==> config.mk <==
export PLATFORM = sky130hd
export DESIGN_NAME = eeprom_seq
export DESIGN_NICKNAME = d
export VERILOG_FILES = /design/src/rtl/eeprom_seq_pkg.sv /design/src/rtl/eeprom_addr_map.sv /design/src/rtl/eeprom_rd_counter.sv /design/src/rtl/eeprom_seq_ctrl.sv /design/src/rtl/eeprom_seq.sv
export SDC_FILE = /design/constraint.sdc
export NUM_CORES = 1
export LEC_CHECK = 0
export ABC_AREA = 1
export CAP_MARGIN = 10
export CORE_AREA = 8 8 97 99
export DETAILED_ROUTE_END_ITERATION = 12
export DIE_AREA = 0 0 105 107
export PLACE_DENSITY = 0.57
export SYNTH_ARGS = -nofsm -noshare
export SYNTH_HDL_FRONTEND = slang
export SYNTH_SLANG_ARGS = --single-unit
==> constraint.sdc <==
create_clock -name clk -period 3.1 [get_ports clk]
set_input_delay 0.465 -clock clk [delete_from_list [all_inputs] [get_ports clk]]
set_output_delay 0.465 -clock clk [all_outputs]
set_load 0.01 [all_outputs]
==> src/rtl/eeprom_seq_pkg.sv <==
package eeprom_seq_pkg;

   typedef enum logic [1:0] {
      OP_START = 2'd0,
      OP_WRITE = 2'd1,
      OP_READ  = 2'd2,
      OP_STOP  = 2'd3
   } bus_op_e;

   typedef enum logic [3:0] {
      ST_IDLE,
      ST_START,
      ST_DEVW,
      ST_AHI,
      ST_ALO,
      ST_DATA,
      ST_RSTART,
      ST_DEVR,
      ST_READ,
      ST_STOP
   } seq_state_e;

   localparam logic [3:0] DEV_BASE = 4'b1010;

   function automatic int addr_width(input int ext_mode);
      return (ext_mode != 0) ? 16 : 11;
   endfunction

endpackage

==> src/rtl/eeprom_addr_map.sv <==
module eeprom_addr_map
   import eeprom_seq_pkg::*;
#(
   parameter int EXT_MODE = 0,
   parameter int HW_SEL   = 0,
   parameter int ADDR_W   = addr_width(EXT_MODE)
) (
   input  logic [ADDR_W-1:0] mem_addr,
   output logic [7:0]        sel_wr,
   output logic [7:0]        sel_rd,
   output logic [7:0]        hi_byte,
   output logic [7:0]        lo_byte
);

   localparam logic [2:0] CHIP_SEL = HW_SEL[2:0];

   logic [2:0] mid_bits;

   generate
      if (EXT_MODE != 0) begin : g_extended
         assign mid_bits = CHIP_SEL;
         assign hi_byte  = mem_addr[15:8];
      end else begin : g_compact
         assign mid_bits = mem_addr[10:8];
         assign hi_byte  = 8'h00;
      end
   endgenerate

   assign lo_byte = mem_addr[7:0];
   assign sel_wr  = {DEV_BASE, mid_bits, 1'b0};
   assign sel_rd  = {DEV_BASE, mid_bits, 1'b1};

endmodule

==> src/rtl/eeprom_rd_counter.sv <==
module eeprom_rd_counter #(
   parameter int LEN_W = 8
) (
   input  logic             clk,
   input  logic             rst_n,
   input  logic             load,
   input  logic [LEN_W-1:0] load_val,
   input  logic             dec,
   output logic             last
);

   logic [LEN_W-1:0] remain;

   always_ff @(posedge clk or negedge rst_n) begin
      if (!rst_n) begin
         remain <= '0;
      end else if (load) begin
         remain <= load_val;
      end else if (dec && (remain != '0)) begin
         remain <= remain - 1'b1;
      end
   end

   assign last = (remain == '0);

   AST_LAST_HOLDS: assert property (@(posedge clk) disable iff (!rst_n)
      (last && !load) |=> last);

endmodule

==> src/rtl/eeprom_seq_ctrl.sv <==
module eeprom_seq_ctrl
   import eeprom_seq_pkg::*;
#(
   parameter int EXT_MODE = 0
) (
   input  logic       clk,
   input  logic       rst_n,
   input  logic       req_start,
   input  logic       req_write,
   output logic       accept,
   input  logic [7:0] sel_wr,
   input  logic [7:0] sel_rd,
   input  logic [7:0] hi_byte,
   input  logic [7:0] lo_byte,
   input  logic [7:0] wdata,
   input  logic       last,
   output logic       cnt_dec,
   output logic       busy,
   output logic       done,
   output logic       err,
   output logic       rd_valid,
   output logic [7:0] rd_data,
   output logic       cmd_valid,
   output logic [1:0] cmd_op,
   output logic [7:0] cmd_byte,
   output logic       cmd_ack,
   input  logic       eng_done,
   input  logic       eng_nack,
   input  logic [7:0] eng_rbyte
);

   localparam bit HAS_HI = (EXT_MODE != 0);

   seq_state_e state, nxt;
   bus_op_e    op;
   logic       pend;
   logic       wr_q;
   logic       step;
   logic       nack_hit;

   assign busy      = (state != ST_IDLE);
   assign accept    = req_start && (state == ST_IDLE);
   assign cmd_valid = busy && !pend;
   assign step      = pend && eng_done;
   assign nack_hit  = step && eng_nack && (op == OP_WRITE);
   assign cnt_dec   = step && (state == ST_READ) && !last;

   always_comb begin
      op       = OP_START;
      cmd_byte = 8'h00;
      cmd_ack  = 1'b0;
      unique case (state)
         ST_START, ST_RSTART: op = OP_START;
         ST_DEVW:  begin op = OP_WRITE; cmd_byte = sel_wr;  end
         ST_AHI:   begin op = OP_WRITE; cmd_byte = hi_byte; end
         ST_ALO:   begin op = OP_WRITE; cmd_byte = lo_byte; end
         ST_DATA:  begin op = OP_WRITE; cmd_byte = wdata;   end
         ST_DEVR:  begin op = OP_WRITE; cmd_byte = sel_rd;  end
         ST_READ:  begin op = OP_READ;  cmd_ack  = !last;   end
         ST_STOP:  op = OP_STOP;
         default:  op = OP_START;
      endcase
   end

   assign cmd_op = op;

   always_comb begin
      nxt = state;
      unique case (state)
         ST_START:  nxt = ST_DEVW;
         ST_DEVW:   nxt = eng_nack ? ST_STOP : (HAS_HI ? ST_AHI : ST_ALO);
         ST_AHI:    nxt = eng_nack ? ST_STOP : ST_ALO;
         ST_ALO:    nxt = eng_nack ? ST_STOP : (wr_q ? ST_DATA : ST_RSTART);
         ST_DATA:   nxt = ST_STOP;
         ST_RSTART: nxt = ST_DEVR;
         ST_DEVR:   nxt = eng_nack ? ST_STOP : ST_READ;
         ST_READ:   nxt = last ? ST_STOP : ST_READ;
         ST_STOP:   nxt = ST_IDLE;
         default:   nxt = ST_IDLE;
      endcase
   end

   always_ff @(posedge clk or negedge rst_n) begin
      if (!rst_n) begin
         state    <= ST_IDLE;
         pend     <= 1'b0;
         wr_q     <= 1'b0;
         err      <= 1'b0;
         done     <= 1'b0;
         rd_valid <= 1'b0;
         rd_data  <= 8'h00;
      end else begin
         done     <= 1'b0;
         rd_valid <= 1'b0;
         if (accept) begin
            state <= ST_START;
            pend  <= 1'b0;
            wr_q  <= req_write;
            err   <= 1'b0;
         end else if (cmd_valid) begin
            pend <= 1'b1;
         end else if (step) begin
            pend  <= 1'b0;
            state <= nxt;
            if (nack_hit) begin
               err <= 1'b1;
            end
            if (state == ST_READ) begin
               rd_valid <= 1'b1;
               rd_data  <= eng_rbyte;
            end
            if (state == ST_STOP) begin
               done <= 1'b1;
            end
         end
      end
   end

   AST_CMD_PULSE: assert property (@(posedge clk) disable iff (!rst_n)
      cmd_valid |=> !cmd_valid);
   AST_NACK_STOP: assert property (@(posedge clk) disable iff (!rst_n)
      nack_hit |=> (cmd_valid && (cmd_op == OP_STOP)));
   AST_RDV_PULSE: assert property (@(posedge clk) disable iff (!rst_n)
      rd_valid |=> !rd_valid);
   AST_DONE_IDLE: assert property (@(posedge clk) disable iff (!rst_n)
      done |-> !busy);

endmodule

==> src/rtl/eeprom_seq.sv <==
module eeprom_seq
   import eeprom_seq_pkg::*;
#(
   parameter int EXT_MODE = 0,
   parameter int HW_SEL   = 0,
   parameter int LEN_W    = 8,
   localparam int ADDR_W  = addr_width(EXT_MODE)
) (
   input  logic              clk,
   input  logic              rst_n,
   input  logic              req_start,
   input  logic              req_write,
   input  logic [ADDR_W-1:0] req_addr,
   input  logic [7:0]        req_wdata,
   input  logic [LEN_W-1:0]  req_len,
   output logic              busy,
   output logic              done,
   output logic              err,
   output logic              rd_valid,
   output logic [7:0]        rd_data,
   output logic              cmd_valid,
   output logic [1:0]        cmd_op,
   output logic [7:0]        cmd_byte,
   output logic              cmd_ack,
   input  logic              eng_done,
   input  logic              eng_nack,
   input  logic [7:0]        eng_rbyte
);

   generate
      if (EXT_MODE != 0 && EXT_MODE != 1) begin : g_bad_mode
         $error("EXT_MODE must be 0 or 1");
      end
      if (HW_SEL < 0 || HW_SEL > 7) begin : g_bad_sel
         $error("HW_SEL must fit in three bits");
      end
      if (LEN_W < 1 || LEN_W > 16) begin : g_bad_len
         $error("LEN_W must be between 1 and 16");
      end
   endgenerate

   logic              accept;
   logic [ADDR_W-1:0] addr_q;
   logic [7:0]        wdata_q;
   logic [7:0]        sel_wr, sel_rd, hi_byte, lo_byte;
   logic              last, cnt_dec;

   always_ff @(posedge clk or negedge rst_n) begin
      if (!rst_n) begin
         addr_q  <= '0;
         wdata_q <= 8'h00;
      end else if (accept) begin
         addr_q  <= req_addr;
         wdata_q <= req_wdata;
      end
   end

   eeprom_addr_map #(
      .EXT_MODE (EXT_MODE),
      .HW_SEL   (HW_SEL),
      .ADDR_W   (ADDR_W)
   ) i_addr_map (
      .mem_addr (addr_q),
      .sel_wr   (sel_wr),
      .sel_rd   (sel_rd),
      .hi_byte  (hi_byte),
      .lo_byte  (lo_byte)
   );

   eeprom_rd_counter #(
      .LEN_W (LEN_W)
   ) i_rd_counter (
      .clk      (clk),
      .rst_n    (rst_n),
      .load     (accept),
      .load_val (req_len),
      .dec      (cnt_dec),
      .last     (last)
   );

   eeprom_seq_ctrl #(
      .EXT_MODE (EXT_MODE)
   ) i_ctrl (
      .clk       (clk),
      .rst_n     (rst_n),
      .req_start (req_start),
      .req_write (req_write),
      .accept    (accept),
      .sel_wr    (sel_wr),
      .sel_rd    (sel_rd),
      .hi_byte   (hi_byte),
      .lo_byte   (lo_byte),
      .wdata     (wdata_q),
      .last      (last),
      .cnt_dec   (cnt_dec),
      .busy      (busy),
      .done      (done),
      .err       (err),
      .rd_valid  (rd_valid),
      .rd_data   (rd_data),
      .cmd_valid (cmd_valid),
      .cmd_op    (cmd_op),
      .cmd_byte  (cmd_byte),
      .cmd_ack   (cmd_ack),
      .eng_done  (eng_done),
      .eng_nack  (eng_nack),
      .eng_rbyte (eng_rbyte)
   );

   AST_BUSY_AFTER_ACCEPT: assert property (@(posedge clk) disable iff (!rst_n)
      accept |=> (busy && cmd_valid && (cmd_op == 2'd0)));

endmodule

==> metrics, run 1 <==
status finished, final reports clean; CTS tree done; post-layout instance count excluding filler cells 487; drt pass-1 iters 4; first-pass GRT wire length 10.4 mm; simple-gate portion of the synthesized area 38.9%; xor and xnor area share after synthesis 0%; sequential area share after synthesis 47.6%; total power 2.80 mW; Syn Nets 358; setup TNS 0 ns; Clock Skew 0.00683 ns; crit start category flip-flop; Final nets 424; final worst slack 0.370 ns; largest net degree at the start of global routing 45; pre-CTS worst setup slack 0.683 ns; row count 33; synthesized cell area 2310 µm²; initial antenna violation count 0; number of synthesized register bits 44; minimum clock period 2.73 ns; Min-Delay Path Class primary input to asynchronous set/reset pin; CTS sink cnt 44; CTS resizes 0; via count 2152; CP endpoint kind primary output; hold_ws 0.328 ns; switching share of total power 41.1%; clk buf depth 2; CTS Hold Bufs 0; die height 107 µm; num ports 65; Crit Path Max Fanout 6; Final Cycle Share 88.1%; Die Area 11200 µm²; Tightest Pin Transition 0.999 ns; fraction of layout cells with a size suffix above 1 6.54%; DRC Markers 0; part of the power in registers 36.2%; DR vias/cell 4.42; initial DRC count 105; Post-synth top flop dfrtp_1; Post-DRT Antenna Nets 0; Peak VDD IR 383 µV; Max Clock Freq 0.366 GHz; Core Region 7930 µm²; Final Wtd Congestion 0.822; WL/cell 12.4 µm; largest family of logic cells by synthesized area simple AND/OR/NAND/NOR gates; ys async rst share 100%; die width 105 µm; most common cell after layout, fill and taps aside nand2_1; Compound-Gate Fraction of Synth Area 5.41%; Routed WL 6.03 mm; Clk pin slew, worst setup/hold paths 0.08 ns; syn_area_per_cell 7.34 µm²; total gr overflow 0; Worst Setup Path Type flip-flop to primary output; max-slew violations 0; number of setup buffers added after CTS 0; leakage 1.58 nW; Area growth, synth to finish 36.3%; vias in the first global route 2233; switching pwr 1.15 mW; Post-Synth Adder-Cell Area 1.08%; all-layer global routing usage 11.1%; Clock Power Share 15.8%; clk_lat worst skew 0.30 ns; synth unique cells 26; CP required 2.63 ns; Worst slew margin 33.4%; post-placement cell count 479; Ys Warns 0; crit path DAT 2.27 ns; TritonCTS buffer count 5; H-tree depth 2; combinational fraction of design power 48.0%; Clock Tree Root clkbuf_8; post-synthesis mux area share 0%; Final Hold Vio Count 0; Initial Util 29.2%; Cells after Synth 315; final setup vio count 0; Power Density 887 nW/µm²; commonest cells after routing, fill and taps aside nand2_1 (148), clkdlybuf4s50_1 (63), dfrtp_1 (44); Ant. Diodes 0; unrepaired setup endpoints after global routing no; placed wire-length estimate 4.49 mm; Int Pwr 1.65 mW; Post-synth EDFFs 0; Max-cap violations 0; port buffer count 64
-- power by group through the flow --
| stage | Sequential (mW) | Combinational (mW) | Clock, mW |
|---|---|---|---|
| 6_report | 1.01 | 1.34 | 0.441 |
| 5_1_grt | 1.05 | 1.54 | 0.477 |
| 4_1_cts | 1.01 | 1.37 | 0.457 |
| 3_5_place_dp | 1.02 | 1.37 | 0 |
| 3_3_place_gp | 1.02 | 1.35 | 0 |
| 2_1_floorplan | 1.01 | 0.858 | 0 |
-- path summary, 6_finish.rpt --
kind | start | endpoint | slack (ns) | depth (start not counted)
worst max-delay path | i_ctrl.state[3] | cmd_byte[7] | 0.37 | 6
worst min-delay path | rst_n | i_rd_counter.remain[2] | 0.33 | 1
worst max register to register | i_ctrl.state[3] | i_rd_counter.remain[6] | 1.42 | 6
worst min register to register | i_ctrl.rd_data[5] | i_ctrl.rd_data[5] | 0.48 | 2
max in group asynchronous | rst_n | i_ctrl.state[1] | 2.15 | 1
min in group clk | i_ctrl.rd_data[5] | i_ctrl.rd_data[5] | 0.48 | 2
-- Yosys cell counts (2+ instances only) --
master / instances / share of area (%)
nand3_1: 25 / 5.4
ha_1: 2 / 1.1
a22o_1: 2 / 0.76
nor2_2: 3 / 0.81
o21ai_0: 14 / 3.0
nand2_1: 148 / 24
inv_1: 27 / 4.4
inv_2: 2 / 0.32
dfrtp_1: 44 / 48
a21oi_1: 3 / 0.65
nand2_4: 3 / 1.5
buf_2: 4 / 0.87
nor2_1: 25 / 4.1
-- metrics by stage --
| step | cell area [µm²] | utilization, % |
|---|---|---|
| finish | 3150 | 39.8 |
| global route | 3150 | 39.8 |
| CTS | 3150 | 39.8 |
| detailed placement | 3040 | 38.4 |
| global placement | 3040 | 38.4 |
| floorplan | 2310 | - |
-- area by class of cell --
| cell class | instances | area [µm²] |
|---|---|---|
| Timing Repair Buffer | 66 | 651 |
| Tap cell | 105 | 131 |
| Fill cell | 863 | 4770 |
| Clock inverter | 3 | 42.5 |
| Inverter | 29 | 109 |
| Multi-Input combinational cell | 235 | 1050 |
| Sequential cell | 44 | 1100 |
| Clock buffer | 5 | 68.8 |
-- flip-flops by register name, indices dropped and copies added (netlist names) --
signal	cells
addr_q	11
i_ctrl.rd_data	8
i_rd_counter.remain	8
wdata_q	8
i_ctrl.state	4
i_ctrl.done	1
i_ctrl.err	1
i_ctrl.pend	1
i_ctrl.rd_valid	1
i_ctrl.wr_q	1
-- metal layers --
layer,global-route usage [%],share of wire (%)
met4,3.16,1.3
met3,3.48,6.3
met1,13.9,46
met2,18.2,46
met5,0,0
-- worst max-delay path, cell delays in order (launching register included) --
cell and delay, ns:
dfrtp_1 0.43, nor2_2 0.31, inv_1 0.10, o22ai_1 0.39, inv_1 0.11, nand3_1 0.09, clkdlybuf4s50_1 0.54
-- cell families (layout without fill, tap and decap cells) --
| group | count (synthesis) | after routing |
|---|---|---|
| DFF | 44 | 44 |
| buffers and inverters | 36 | 103 |
| and+or+nand+nor | 211 | 211 |
| adders and majority gates | 2 | 2 |
| AOI/OAI and AO/OA | 22 | 22 |
Note: power is estimated with default switching activity, not from simulation.
==> inputs of run 2 (changes only) <==
--- a/config.mk
+++ b/config.mk
@@ -5,12 +5,12 @@
 export SDC_FILE = /design/constraint.sdc
 export NUM_CORES = 1
 export LEC_CHECK = 0
-export ABC_AREA = 1
 export CAP_MARGIN = 10
-export CORE_AREA = 8 8 97 99
+export CORE_AREA = 8 8 95 97
 export DETAILED_ROUTE_END_ITERATION = 12
-export DIE_AREA = 0 0 105 107
+export DIE_AREA = 0 0 103 105
 export PLACE_DENSITY = 0.57
+export SKIP_CTS_REPAIR_TIMING = 1
 export SYNTH_ARGS = -nofsm -noshare
 export SYNTH_HDL_FRONTEND = slang
 export SYNTH_SLANG_ARGS = --single-unit
==> metrics, run 2 <==
status finished, final reports clean; Post-DRT Antenna Nets 0 (unchanged); cell area after placement 2910 µm² (-4.3%); Final Wtd Congestion 0.775 (-5.7%); Worst slew margin 32.2% (-1.2 points); via count 1846 (-14%); Final Cycle Share 89.8% (+1.7 points); first-pass GRT wire length 9.66 mm (-7.4%); Die Area 10800 µm² (-3.7%); Biggest register addr_q; Tightest Pin Transition 1.02 ns (+0.0179 ns); synth unique cells 45 (+73%); FF-to-FF End i_ctrl.err; CTS sink cnt 44 (unchanged); Worst setup startpoint i_ctrl.state[1]; final setup vio count 0 (unchanged); Reg2Reg Depth 4 (-2); switching pwr 0.960 mW (-16%); Clock Tree Root clkbuf_8; area of all placed cells without fillers 3000 µm² (-4.7%); port buffer count 64 (unchanged); Power Density 851 nW/µm² (-4.1%); Post-synth EDFFs 0 (unchanged); total gr overflow 0 (unchanged); vias in the first global route 2005 (-10%); synthesized cell area 2170 µm² (-6.0%); Post-synth top cells nand2_1 (68), dfrtp_1 (44), nor2_1 (11); fillcell total 797 (-7.6%); Final Hold Vio Count 0 (unchanged); crit path DAT 2.32 ns (+0.05 ns); Ys Warns 0 (unchanged); initial DRC count 67 (-36%); Ant. Diodes 0 (unchanged); largest net degree at the start of global routing 45 (unchanged); part of the power in registers 41.7% (+5.5 points); Initial Util 28.9% (-0.29 points); Cells after Synth 228 (-28%); FF-to-FF setup slack 0.90 ns (-0.52 ns); pre-CTS worst setup slack 0.656 ns (-0.0271 ns); combinational fraction of design power 43.4% (-4.6 points); clk_lat worst skew 0.29 ns (about the same); Int Pwr 1.60 mW (-3.2%); max reg flops 11 (unchanged); WL/cell 14.3 µm (+16%); minimum clock period 2.78 ns (+0.0527 ns); DRC Markers 0 (unchanged); post-placement cell count 386 (-19%); Area growth, synth to finish 38.1%; ys async rst share 100% (unchanged); Syn Nets 271 (-24%); setup TNS 0 ns (unchanged); post-layout instance count excluding filler cells 394 (-19%); syn_area_per_cell 9.54 µm² (+30%); Routed WL 5.65 mm (-6.3%); die height 105 µm (-1.9%); Clk pin slew, worst setup/hold paths 0.09 ns (about the same); crit start category flip-flop; H-tree depth 2 (unchanged); area occupied by multi-input gates 978 µm² (-6.8%); max-slew violations 0 (unchanged); CP endpoint kind primary output; final worst slack 0.317 ns (-0.0527 ns); flip-flop and latch area 1100 µm² (unchanged); Peak VDD IR 339 µV (-11%); fraction of layout cells with a size suffix above 1 8.90% (+2.4 points); most common cell after layout, fill and taps aside nand2_1; leakage 1.31 nW (-18%); hold_ws 0.337 ns (+0.00826 ns); Crit Path Max Fanout 16 (+10); all-layer global routing usage 11.0% (-0.13 points); CTS tree done; reg-to-reg startpoint i_ctrl.state[1]; number of synthesized register bits 44 (unchanged); Yosys top cell by area dfrtp_1; DR vias/cell 4.69 (+6.0%); Worst Setup Path Type flip-flop to primary output; num ports 65 (unchanged); Core Region 7530 µm² (-5.1%); initial antenna violation count 0 (unchanged); switching share of total power 37.6% (-3.5 points); count leader, synth nand2_1; Clock Power Share 14.8% (-1.0 points); commonest cells after routing, fill and taps aside nand2_1 (68), clkdlybuf4s50_1 (63), dfrtp_1 (44); die width 103 µm (-1.9%); CP required 2.63 ns (about the same); row count 32 (-3.0%); Clock Skew 0.00645 ns (-0.000384 ns); synth top area cells dfrtp_1 (51%), nand2_1 (12%), mux2_2 (4.1%), nor2_1 (1.9%), a31oi_1 (1.7%); TritonCTS buffer count 5 (unchanged); sequential area share after synthesis 50.6% (+3.0 points); Max Clock Freq 0.359 GHz (-1.9%); unrepaired setup endpoints after global routing no; drt pass-1 iters 4 (unchanged); clk buf depth 2 (unchanged); Final nets 334 (-21%); Min-Delay Path Class primary input to asynchronous set/reset pin; Post-synth top flop dfrtp_1; Synth top area share 50.6% (+3.0 points); placed wire-length estimate 4.08 mm (-9.0%); Setup crit end cmd_byte[2]; Max-cap violations 0 (unchanged)
==> run 2: cell count changes after synthesis, sizes merged, moves of 8 or more <==
| cell | change |
|---|---|
| nand2 | -84 |
| o21ai | -10 |
| inv | -19 |
| nand3 | -23 |
| mux2 | +8 |
| nor2 | -19 |
==> run 2: critical path, cell delays in order (launching register included) <==
cell	delay (ns)
dfrtp_1	0.71
nand2b_1	0.24
nor2_1	0.06
buf_4	0.16
a222oi_1	0.30
inv_1	0.07
clkdlybuf4s50_1	0.48
==> run 2: cell families (layout without fill, tap and decap cells) <==
kind of cell               after synthesis  count (layout)  synth area share [%]
and+or+nand+nor                        108             108                  23.2
DFF                                     44              44                  50.6
AOI/OAI and AO/OA                       41              41                  15.2
buffers and inverters                   22              86                  4.37
muxes                                   10              10                  5.06
adders and majority gates                2               2                  1.15
xor gates and xnor gates                 1               1                 0.403
==> run 2: routing by layer <==
metal | track usage [%] | share of wire, % | vias to the layer above
li1 | - | - | 922
met1 | 14.1 | 46 | 867
met2 | 16.7 | 45 | 53
met3 | 4.38 | 8.1 | 4
met4 | 2.90 | 0.83 | 0
met5 | 0 | 0 | -
==> run 2: layout make-up <==
class	count	share of cell area, %
sequential	44	36.7
multi-input combinational	162	32.6
timing repair buffer	68	22.2
tap	102	4.25
clock buffer	7	2.87
inverter	10	1.25
clock inverter	1	0.250
==> run 2: worst min-delay path by stage <==
stage | startpoint | slack, ns | depth (start not counted) | end
global placement | wdata_q[4] | 0.46 | 2 | wdata_q[4]
floorplan | rst_n | 0.17 | 0 | addr_q[0]
CTS | rst_n | 0.38 | 1 | i_rd_counter.remain[0]
global route | rst_n | 0.41 | 1 | i_rd_counter.remain[0]
finish | rst_n | 0.34 | 1 | i_rd_counter.remain[0]
detailed placement | wdata_q[4] | 0.47 | 2 | wdata_q[4]
==> run 2: through the flow <==
| step | utilization [%] | power (mW) |
|---|---|---|
| floorplan | - | 1.72 |
| global placement | 38.7 | 2.18 |
| detailed placement | 38.7 | 2.20 |
| CTS | 39.9 | 2.60 |
| global route | 39.9 | 2.78 |
| finish | 39.9 | 2.56 |
==> run 2: power by group through the flow <==
stage,Clock (mW),Sequential (mW),Combinational [mW]
after floorplan,0,1.02,0.702
after global placement,0,1.07,1.11
after detailed placement,0,1.07,1.13
after CTS,0.402,1.07,1.13
after global routing,0.417,1.11,1.25
final,0.379,1.07,1.11
==> inputs of run 3 (changes only) <==
--- a/config.mk
+++ b/config.mk
@@ -5,7 +5,7 @@
 export SDC_FILE = /design/constraint.sdc
 export NUM_CORES = 1
 export LEC_CHECK = 0
-export CAP_MARGIN = 10
+export CAP_MARGIN = 25
 export CORE_AREA = 8 8 95 97
 export DETAILED_ROUTE_END_ITERATION = 12
 export DIE_AREA = 0 0 103 105
@@ -14,3 +14,4 @@
 export SYNTH_ARGS = -nofsm -noshare
 export SYNTH_HDL_FRONTEND = slang
 export SYNTH_SLANG_ARGS = --single-unit
+export TNS_END_PERCENT = 30
==> metrics, run 3 (synthesis results as in run 2) <==
status finished, final reports clean; Post-DRT Antenna Nets 0 (unchanged); Ant. Diodes 0 (unchanged); Clk pin slew, worst setup/hold paths 0.08 ns (about the same); CP required 2.63 ns (about the same); clk buf depth 2 (unchanged); Final Hold Vio Count 0 (unchanged); all-layer global routing usage 11.0% (unchanged); Final Cycle Share 90.0% (+0.23 points); WL/cell 14.2 µm (-0.86%); H-tree depth 2 (unchanged); unrepaired setup endpoints after global routing no; crit start category flip-flop; flip-flop and latch area 1100 µm² (unchanged); total power 2.56 mW (+0.18%); die height 105 µm (unchanged); Reg2Reg Depth 4 (unchanged); DR vias/cell 4.70 (+0.36%); final setup vio count 0 (unchanged); delay-heaviest family, CP flip-flops; max-slew violations 0 (unchanged); vias in the first global route 2005 (unchanged); Crit Path Max Fanout 16 (unchanged); minimum clock period 2.79 ns (+0.00724 ns); FF-to-FF End i_ctrl.err; area occupied by multi-input gates 978 µm² (unchanged); first-pass GRT wire length 9.66 mm (unchanged); Clock Tree Root clkbuf_8; DRC Markers 0 (unchanged); Clock Power Share 14.8% (about the same); die width 103 µm (unchanged); initial antenna violation count 0 (unchanged); Worst Setup Path Type flip-flop to primary output; FF-to-FF setup slack 0.89 ns (about the same); commonest cells after routing, fill and taps aside nand2_1 (68), clkdlybuf4s50_1 (63), dfrtp_1 (44); largest net degree at the start of global routing 45 (unchanged); Int Pwr 1.60 mW (+0.22%); max reg flops 11 (unchanged); Routed WL 5.63 mm (-0.35%); Power Density 844 nW/µm² (-0.81%); drt pass-1 iters 4 (unchanged); port buffer count 64 (unchanged); CTS sink cnt 44 (unchanged); Core Region 7530 µm² (unchanged); Setup crit end cmd_byte[2]; Clock Skew 0.00587 ns (-0.000575 ns); critical path cell sequence nand2b_1, nor2_1, buf_4, a222oi_1, inv_1, clkdlybuf4s50_1; Worst slew margin 61.8% (+30 points); Worst Path Buf+Inv 3 (unchanged); initial DRC count 72 (+7.5%); combinational fraction of design power 43.5% (about the same); Tightest Pin Transition 0.573 ns (-0.444 ns); CTS tree done; utilization after layout 40.3% (+0.40 points); Final Wtd Congestion 0.775 (unchanged); reg-to-reg startpoint i_ctrl.state[1]; Die Area 10800 µm² (unchanged); Min-Delay Path Class flip-flop to flip-flop; Final nets 336 (+0.60%); switching pwr 0.962 mW (+0.12%); Worst setup startpoint i_ctrl.state[1]; TritonCTS buffer count 5 (unchanged); Slowest Stage Delay on Critical Path 0.71 ns (about the same); num ports 65 (unchanged); Initial Util 28.9% (unchanged); slowest CP cell dfrtp_1; via count 1862 (+0.87%); Max Clock Freq 0.358 GHz (-0.26%); setup TNS 0 ns (unchanged); fraction of layout cells with a size suffix above 1 9.18% (+0.28 points); CP endpoint kind primary output; fillcell total 796 (-0.13%); switching share of total power 37.6% (about the same); row count 32 (unchanged); most common cell after layout, fill and taps aside nand2_1; placed wire-length estimate 4.08 mm (unchanged); Peak VDD IR 339 µV (-0.12%); Area growth, synth to finish 39.5%; Biggest register addr_q; Max-cap violations 0 (unchanged); part of the power in registers 41.7% (about the same); Worst path depth 6 (unchanged); clk_lat worst skew 0.29 ns (about the same); total gr overflow 0 (unchanged); leakage 1.32 nW (+1.0%); crit path DAT 2.33 ns (about the same)
run 3: cell types whose count changed in the layout (fill, tap and decap cells not counted):
cell / before / now
dlygate4sd3_1: 0 / 1
buf_12: 0 / 1
run 3: worst min path at each step:
stage / startpoint / end / slack (ns) / cells after the start
6_report: addr_q[0] / addr_q[0] / 0.48 / 2
5_1_grt: addr_q[0] / addr_q[0] / 0.51 / 2
2_1_floorplan: rst_n / addr_q[0] / 0.17 / 0
4_1_cts: rst_n / i_rd_counter.remain[0] / 0.38 / 1
3_3_place_gp: wdata_q[4] / wdata_q[4] / 0.46 / 2
3_5_place_dp: wdata_q[4] / wdata_q[4] / 0.47 / 2
run 3: per-stage QoR:
step	setup WS (ns)	area, µm²	hold slack [ns]	cells
floorplan	1.24	2170	0.169	228
global placement	0.703	2910	0.461	386
detailed placement	0.656	2910	0.466	386
CTS	0.312	3000	0.377	394
global route	0.137	3030	0.509	396
finish	0.310	3030	0.478	396
run 3: area by class of cell:
| cell class | instances | share of cell area (%) |
|---|---|---|
| flip-flops and latches | 44 | 36.3 |
| multi-input cells | 162 | 32.2 |
| repair buffers | 70 | 22.9 |
| well taps | 102 | 4.21 |
| clock buffers | 7 | 2.85 |
| inverters | 10 | 1.24 |
| clock inverters | 1 | 0.247 |
run 3: worst reg2reg max path: stages, from the launching register on:
cell and delay, ns:
dfrtp_1 0.59, nor4_2 0.53, nand2_1 0.38, buf_4 0.34
a22o_1 0.25
run 3: power groups by stage:
| stage | clock network [mW] | registers [mW] | logic, mW |
|---|---|---|---|
| 4_1_cts | 0.402 | 1.07 | 1.13 |
| 3_5_place_dp | 0 | 1.07 | 1.13 |
| 6_report | 0.379 | 1.07 | 1.11 |
| 2_1_floorplan | 0 | 1.02 | 0.702 |
| 5_1_grt | 0.417 | 1.11 | 1.25 |
| 3_3_place_gp | 0 | 1.07 | 1.11 |
run 3: metal layers:
layer	part of all wire [%]	GRT usage, %	vias up
li1	-	-	924
met1	46	14.1	876
met2	45	16.7	58
met3	8.4	4.38	4
met4	0.83	2.90	0
met5	0	0	-
